--- src/rtl/fsf_pkg.sv ---
package fsf_pkg;
  localparam int COUNT_W = 14;
  localparam int RESID_W = 3;
  localparam int STAT_W  = RESID_W + 2;

  typedef struct packed {
    logic               crcErr;
    logic               overrun;
    logic [RESID_W-1:0] residue;
  } frame_stat_t;

  typedef struct packed {
    logic [COUNT_W-1:0] byteCount;
    frame_stat_t        stat;
  } fifo_entry_t;

  typedef struct packed {
    logic flush;
    logic write;
    logic showHead;
  } ctrl_strobe_t;
endpackage

--- src/rtl/fsf_control.sv ---
module fsf_control
  import fsf_pkg::*;
#(
  parameter int DEPTH  = 10,
  parameter int ADDR_W = $clog2(DEPTH)
) (
  input  logic              clk,
  input  logic              rstN,
  input  logic              active,
  input  logic              eofStrobe,
  input  logic              rdStatus,
  input  logic              rdCountHi,
  output ctrl_strobe_t      strobes,
  output logic [ADDR_W-1:0] wrAddr,
  output logic [ADDR_W-1:0] rdAddr,
  output logic              availFlag,
  output logic              overflowFlag
);
  localparam logic [ADDR_W-1:0] LAST_ADDR = ADDR_W'(DEPTH - 1);
  localparam logic [ADDR_W:0]   DEPTH_OCC = (ADDR_W + 1)'(DEPTH);

  logic [ADDR_W-1:0] headAddr, tailAddr;
  logic              headLap, tailLap;
  logic              armed, overflowReg;
  logic              addrEqual, empty, full, doPush, doPop, pushDenied;
  logic [ADDR_W:0]   occupancy;

  // pointer comparator: same slot, same lap -> empty; same slot, other lap -> full
  assign addrEqual  = (headAddr == tailAddr);
  assign empty      = addrEqual && (headLap == tailLap);
  assign full       = addrEqual && (headLap != tailLap);
  assign doPush     = active && eofStrobe && !full;
  assign pushDenied = active && eofStrobe && full;
  assign doPop      = active && rdCountHi && armed && !empty;

  always_comb begin
    if (headLap == tailLap) occupancy = (ADDR_W + 1)'(tailAddr) - (ADDR_W + 1)'(headAddr);
    else occupancy = DEPTH_OCC - (ADDR_W + 1)'(headAddr) + (ADDR_W + 1)'(tailAddr);
  end

  always_ff @(posedge clk) begin
    if (!rstN || !active) begin
      headAddr    <= '0;
      tailAddr    <= '0;
      headLap     <= 1'b0;
      tailLap     <= 1'b0;
      armed       <= 1'b0;
      overflowReg <= 1'b0;
    end else begin
      if (doPush) begin
        if (tailAddr == LAST_ADDR) begin
          tailAddr <= '0;
          tailLap  <= !tailLap;
        end else begin
          tailAddr <= tailAddr + 1'b1;
        end
      end
      if (doPop) begin
        if (headAddr == LAST_ADDR) begin
          headAddr <= '0;
          headLap  <= !headLap;
        end else begin
          headAddr <= headAddr + 1'b1;
        end
      end
      if (pushDenied) overflowReg <= 1'b1;
      if (rdStatus) armed <= 1'b1;
      else if (rdCountHi) armed <= 1'b0;
    end
  end

  assign strobes.flush    = !active;
  assign strobes.write    = doPush;
  assign strobes.showHead = active && !empty;
  assign wrAddr           = tailAddr;
  assign rdAddr           = headAddr;
  assign availFlag        = active && !empty;
  assign overflowFlag     = active && overflowReg;

  p_flush_r1: assert property (@(posedge clk) disable iff (!rstN)
    !active |=> (occupancy == '0) && !overflowReg && !armed);
  p_occ_bound_r3: assert property (@(posedge clk) disable iff (!rstN)
    occupancy <= DEPTH_OCC);
  p_set_when_full_r4: assert property (@(posedge clk) disable iff (!rstN)
    (active && eofStrobe && (occupancy == DEPTH_OCC)) |=> overflowReg);
  p_sticky_r4: assert property (@(posedge clk) disable iff (!rstN)
    (active && $past(active) && $past(overflowReg)) |-> overflowReg);
  p_no_pop_unarmed_r6: assert property (@(posedge clk) disable iff (!rstN)
    (active && !armed && !eofStrobe) |=> (occupancy == $past(occupancy)));
endmodule

--- src/rtl/fsf_datapath.sv ---
module fsf_datapath
  import fsf_pkg::*;
#(
  parameter int DEPTH  = 10,
  parameter int ADDR_W = $clog2(DEPTH)
) (
  input  logic               clk,
  input  logic               rstN,
  input  ctrl_strobe_t       strobes,
  input  logic [ADDR_W-1:0]  wrAddr,
  input  logic [ADDR_W-1:0]  rdAddr,
  input  logic               hdlcMode,
  input  logic               byteDet,
  input  logic               flagDet,
  input  frame_stat_t        liveStat,
  input  logic               liveEndFrame,
  output logic [COUNT_W-1:0] viewCount,
  output frame_stat_t        viewStat,
  output logic               viewEndFrame
);
  logic [COUNT_W-1:0] byteCount;
  fifo_entry_t        slot [DEPTH];
  fifo_entry_t        headEntry;

  // frame length counter
  always_ff @(posedge clk) begin
    if (!rstN || flagDet) byteCount <= '0;
    else if (byteDet && hdlcMode) byteCount <= byteCount + 1'b1;
  end

  // storage slots, one register per entry
  for (genvar gi = 0; gi < DEPTH; gi++) begin : g_slot
    always_ff @(posedge clk) begin
      if (!rstN) slot[gi] <= '0;
      else if (strobes.write && (wrAddr == ADDR_W'(gi))) begin
        slot[gi].byteCount <= byteCount;
        slot[gi].stat      <= liveStat;
      end
    end
  end

  always_comb begin
    headEntry = '0;
    for (int i = 0; i < DEPTH; i++) begin
      if (rdAddr == ADDR_W'(i)) headEntry = slot[i];
    end
  end

  // view mux: head entry or live status
  always_comb begin
    if (strobes.showHead) begin
      viewCount    = headEntry.byteCount;
      viewStat     = headEntry.stat;
      viewEndFrame = 1'b1;
    end else begin
      viewCount    = byteCount;
      viewStat     = liveStat;
      viewEndFrame = liveEndFrame;
    end
  end

  p_count_clear_r2: assert property (@(posedge clk) disable iff (!rstN)
    flagDet |=> (byteCount == '0));
  p_count_step_r2: assert property (@(posedge clk) disable iff (!rstN)
    (!flagDet && byteDet && hdlcMode) |=> (byteCount == $past(byteCount) + 1'b1));
  p_count_hold_r2: assert property (@(posedge clk) disable iff (!rstN)
    (!flagDet && !(byteDet && hdlcMode)) |=> $stable(byteCount));
endmodule

--- src/rtl/rx_frame_status_fifo.sv ---
module rx_frame_status_fifo
  import fsf_pkg::*;
#(
  parameter int DEPTH = 10
) (
  input  logic               clk,
  input  logic               rstN,
  input  logic               queueEnable,
  input  logic               hdlcMode,
  input  logic               byteDet,
  input  logic               flagDet,
  input  logic               eofStrobe,
  input  logic [RESID_W-1:0] liveResidue,
  input  logic               liveOverrun,
  input  logic               liveCrcErr,
  input  logic               liveEndFrame,
  input  logic               liveAllSent,
  input  logic               liveParityErr,
  input  logic               rdStatus,
  input  logic               rdCountHi,
  output logic [7:0]         statusReg,
  output logic [7:0]         countLoReg,
  output logic [7:0]         countHiReg
);
  localparam int ADDR_W = $clog2(DEPTH);

  ctrl_strobe_t       strobes;
  logic [ADDR_W-1:0]  wrAddr, rdAddr;
  logic               availFlag, overflowFlag, active, viewEndFrame;
  logic [COUNT_W-1:0] viewCount;
  frame_stat_t        liveStat, viewStat;
  logic [5:0]         hiBits;

  assign active   = queueEnable && hdlcMode;
  assign liveStat = '{crcErr: liveCrcErr, overrun: liveOverrun, residue: liveResidue};

  fsf_control #(.DEPTH(DEPTH), .ADDR_W(ADDR_W)) ctrl_i (
    .clk, .rstN, .active, .eofStrobe, .rdStatus, .rdCountHi,
    .strobes, .wrAddr, .rdAddr, .availFlag, .overflowFlag
  );

  fsf_datapath #(.DEPTH(DEPTH), .ADDR_W(ADDR_W)) data_i (
    .clk, .rstN, .strobes, .wrAddr, .rdAddr, .hdlcMode, .byteDet, .flagDet,
    .liveStat, .liveEndFrame, .viewCount, .viewStat, .viewEndFrame
  );

  assign hiBits     = 6'(viewCount >> 8);
  assign statusReg  = {viewEndFrame, viewStat.crcErr, viewStat.overrun, viewStat.residue,
                       liveParityErr, liveAllSent};
  assign countLoReg = viewCount[7:0];
  assign countHiReg = {overflowFlag, availFlag, hiBits};

  p_eof_from_queue_r7: assert property (@(posedge clk) disable iff (!rstN)
    availFlag |-> statusReg[7]);
  p_off_flags_r1: assert property (@(posedge clk) disable iff (!rstN)
    !active |-> (countHiReg[7:6] == 2'b00));
endmodule

--- config.mk ---
export PLATFORM = sky130hd
export DESIGN_NAME = rx_frame_status_fifo
export DESIGN_NICKNAME = d
export VERILOG_FILES = /design/src/rtl/fsf_pkg.sv /design/src/rtl/fsf_control.sv /design/src/rtl/fsf_datapath.sv /design/src/rtl/rx_frame_status_fifo.sv
export SDC_FILE = /design/constraint.sdc
export NUM_CORES = 1
export LEC_CHECK = 0
export ABC_CLOCK_PERIOD_IN_PS = 6400
export BUFFER_PORTS_ARGS = -buffer_cell sky130_fd_sc_hd__buf_2
export CAP_MARGIN = 20
export CORE_MARGIN = 1.5
export CORE_UTILIZATION = 40
export CTS_CLUSTER_SIZE = 8
export DETAILED_ROUTE_END_ITERATION = 16
export PLACE_DENSITY = 0.59
export REMOVE_ABC_BUFFERS = 1
export SLEW_MARGIN = 20
export SYNTH_ARGS = -nofsm -noshare
export SYNTH_HDL_FRONTEND = slang
export SYNTH_SLANG_ARGS = --single-unit
--- constraint.sdc ---
create_clock -name clk -period 6.4 [get_ports clk]
set_input_delay 0.64 -clock clk [delete_from_list [all_inputs] [get_ports clk]]
set_output_delay 0.64 -clock clk [all_outputs]
set_load 0.05 [all_outputs]
==> results.json <==
{
  "status": "completed",
  "drtPass1Iterations": 7,
  "io_buffer_count": 36,
  "wirelength_um": 30400,
  "dp_cells": 1246,
  "netlist_area_um2": 10200,
  "maxCapViolCount": 0,
  "nets": 967,
  "clkLatencyLatePin_ns": 0.54,
  "final-instance-count-excl-fill": 1303,
  "post-place-ws_ns": 1.95,
  "cpMostUsedCell": "o21ai_0",
  "crit_path_max_fanout": 26,
  "drv_slew": 0,
  "rsz0062_at_grt": "false",
  "multiInputGateArea_um2": 3690,
  "drtIter0Drc": 757,
  "die_area_um2": 26500,
  "synth_top_area_cell": "edfxtp_1",
  "utilization_pct": 46.1,
  "cts_buffer_depth": 3,
  "netlist_top_cells_area": "edfxtp_1 56%, nor2_1 6.6%, dfxtp_1 5.1%, and2_1 3.7%, o21ai_0 2.9%",
  "reg2reg_depth": 4,
  "peakVddDrop_mv": 0.180,
  "seq_area_frac_synth_pct": 60.9,
  "ys.flop_type": "edfxtp_1",
  "ys_async_sr_fraction_pct": 0,
  "core_um2": 25100,
  "worst_pin_slew_ns": 1.14,
  "synth_edf_count": 190,
  "min_period_over_period_pct": 71.7,
  "combPwrFrac_pct": 3.3,
  "hold_path.class": "primary input to flip-flop",
  "clock-sinks": 216,
  "worst_ep_required_time_ns": 5.76,
  "grt_use_total_pct": 23.3,
  "cts_root_buffer": "clkbuf_16",
  "antenna_found_initial": 0,
  "grt_max_degree": 66,
  "routed_via_density": 5.73,
  "ys_ff_latch": 216,
  "final.min_clock_period_ns": 4.59,
  "drc": 0,
  "globalplace.congestion": 0.799,
  "critPathMaxStageDelay_ns": 0.87,
  "maxClockFrequency_mhz": 218,
  "setup_violations": 0,
  "hold_violations": 0,
  "setup_tns_ns": 0,
  "start_util_pct": 40.7,
  "num-fill-cells": 2377,
  "grt_overflow": 0,
  "worstSetupEndpointType": "output port",
  "holdBufCountCts": 0,
  "vias": 7466,
  "cts_buffers": 30,
  "cts_max_level": 1,
  "p_leak_uw": 0.00393,
  "synth.distinct_cells": 61,
  "power_uw": 3170,
  "hold_depth": 3,
  "io_pins": 41,
  "num_rows": 58,
  "grt_pass1_vias": 7169,
  "crit_chain": "xnor2_1 > and4_4 > a21o_2 > inv_1 > o21ai_0 > o21ai_0 > buf_2",
  "seq_area_um2": 6230,
  "dpl.hpwl_um": 17600,
  "pwr_density_cell_nw_per_um2": 274,
  "clkPwrFrac_pct": 46.4,
  "die_y_um": 163,
  "final_layout_size_suffix_gt1_share_pct": 11.8,
  "p_int_uw": 2500,
  "startpoint_type": "flip-flop",
  "yosys.area.top_type_share_pct": 55.8,
  "syn2layout_area_growth_pct": 13.1,
  "cts_tree": "built",
  "ant_nets": 0,
  "cts_setup_buffers": 0,
  "wl_per_cell_um": 23.3,
  "ctsResizeCount": 0,
  "die_x_um": 163,
  "p_sw_share_pct": 21.1,
  "clk_pin_slew_worst_paths_ns": 0.05,
  "crit_type": "flip-flop to output port",
  "power_frac_seq_pct": 50.3,
  "clock_skew_ns": 0.0114,
  "p_switching_uw": 671,
  "grt_pass1_wl_um": 45100,
  "cp.arrival_ns": 3.95,
  "fin_ws_ns": 1.81,
  "max_slew_margin_pct": 24.1,
  "layout_common_cells": "190 x edfxtp_1, 178 x nor2_1, 63 x nand2_1",
  "synth.avg_cell_area_um2": 10.9,
  "cp_slowest_cell": "dfxtp_1",
  "final_common_cell": "edfxtp_1",
  "yosysWarnings": 0,
  "diodes": 0,
  "synth_cells": 938
}
[cells by family (layout without fill, tap and decap cells)]
kind of cell,Yosys count,in the layout,synth area share (%)
and+or+nand+nor,395,395,18.3
adders and majority gates,1,1,0.122
muxes,30,30,3.05
xor gates and xnor gates,19,19,1.70
AOI/OAI and AO/OA,193,193,12.4
buffers and inverters,84,119,3.58
DFF,216,216,60.9
[synth_stat cells (all sizes together) (3+ instances only)]
| cell type | instances |
|---|---|
| a211oi | 6 |
| a21boi | 7 |
| a21o | 18 |
| a21oi | 34 |
| a221oi | 4 |
| a222oi | 11 |
| a22oi | 7 |
| a31oi | 3 |
| a32o | 5 |
| and2 | 60 |
| and3 | 7 |
| buf | 32 |
| clkbuf | 46 |
| dfxtp | 26 |
| edfxtp | 190 |
| inv | 5 |
| mux2 | 9 |
| mux2i | 21 |
| nand2 | 67 |
| nand2b | 17 |
| nand3 | 16 |
| nand3b | 8 |
| nand4 | 6 |
| nor2 | 179 |
| nor2b | 5 |
| nor3 | 7 |
| o21ai | 62 |
| o221ai | 8 |
| o22ai | 8 |
| o31a | 4 |
| or3 | 12 |
| or4 | 3 |
| xnor2 | 9 |
| xor2 | 10 |
[critical path: cells and delay by family, from the launching register on]
kind | cells | cell delay (ns)
buf+inv | 2 | 1.13
compound gates | 3 | 0.96
flops | 1 | 0.87
simple gates | 1 | 0.24
xor+xnor | 1 | 0.20
[power groups by stage]
stage	clock, µW	sequential [µW]	combinational [µW]
detailed placement	0	1620	103
CTS	1490	1600	103
global route	1550	1600	111
floorplan	0	1620	55.8
finish	1470	1600	105
global placement	0	1620	102
[area by class of cell]
type | count | share of cell area (%)
Inverter | 6 | 0.195
Tap cell | 330 | 3.57
Sequential cell | 216 | 53.8
Clock buffer | 56 | 7.51
Timing Repair Buffer | 57 | 2.98
Multi-Input combinational cell | 638 | 31.9
[stage by stage]
step                      hold WS [ns]  instance area (µm²)
final                            0.317                11600
after global routing             0.363                11600
after CTS                        0.310                11500
after detailed placement         0.472                10700
after global placement           0.452                10700
after floorplan                  0.429                 9890
[registers in the layout, summed over array words and instances, names as in the netlist]
signal	count
ctrl_i.headLap	1
ctrl_i.tailLap	1
ctrl_i.armed	1
ctrl_i.rdAddr	4
ctrl_i.overflowReg	1
data_i.slot	190
ctrl_i.wrAddr	4
data_i.byteCount	14
[routing by layer]
metal  GRT usage (%)  vias to the layer above  part of all wire, %
li1                -                     3418                    -
met1            31.3                     3656                   42
met2            39.2                      335                   48
met3            2.44                       57                  6.7
met4            8.05                        0                  2.6
met5               0                        -                    0
[worst paths after layout]
check / from / endpoint / slack, ns
max: ctrl_i.rdAddr[3]$_SDFFE_PP0P_ / countLoReg[3] / 1.81
min: rdStatus / ctrl_i.armed$_SDFFE_PP0P_ / 0.32
max reg2reg: ctrl_i.rdAddr[3]$_SDFFE_PP0P_ / ctrl_i.headLap$_SDFFE_PP0P_ / 3.09
min reg2reg: ctrl_i.overflowReg$_SDFFE_PP0P_ / ctrl_i.overflowReg$_SDFFE_PP0P_ / 0.48
(Power assumes the default switching activity.)
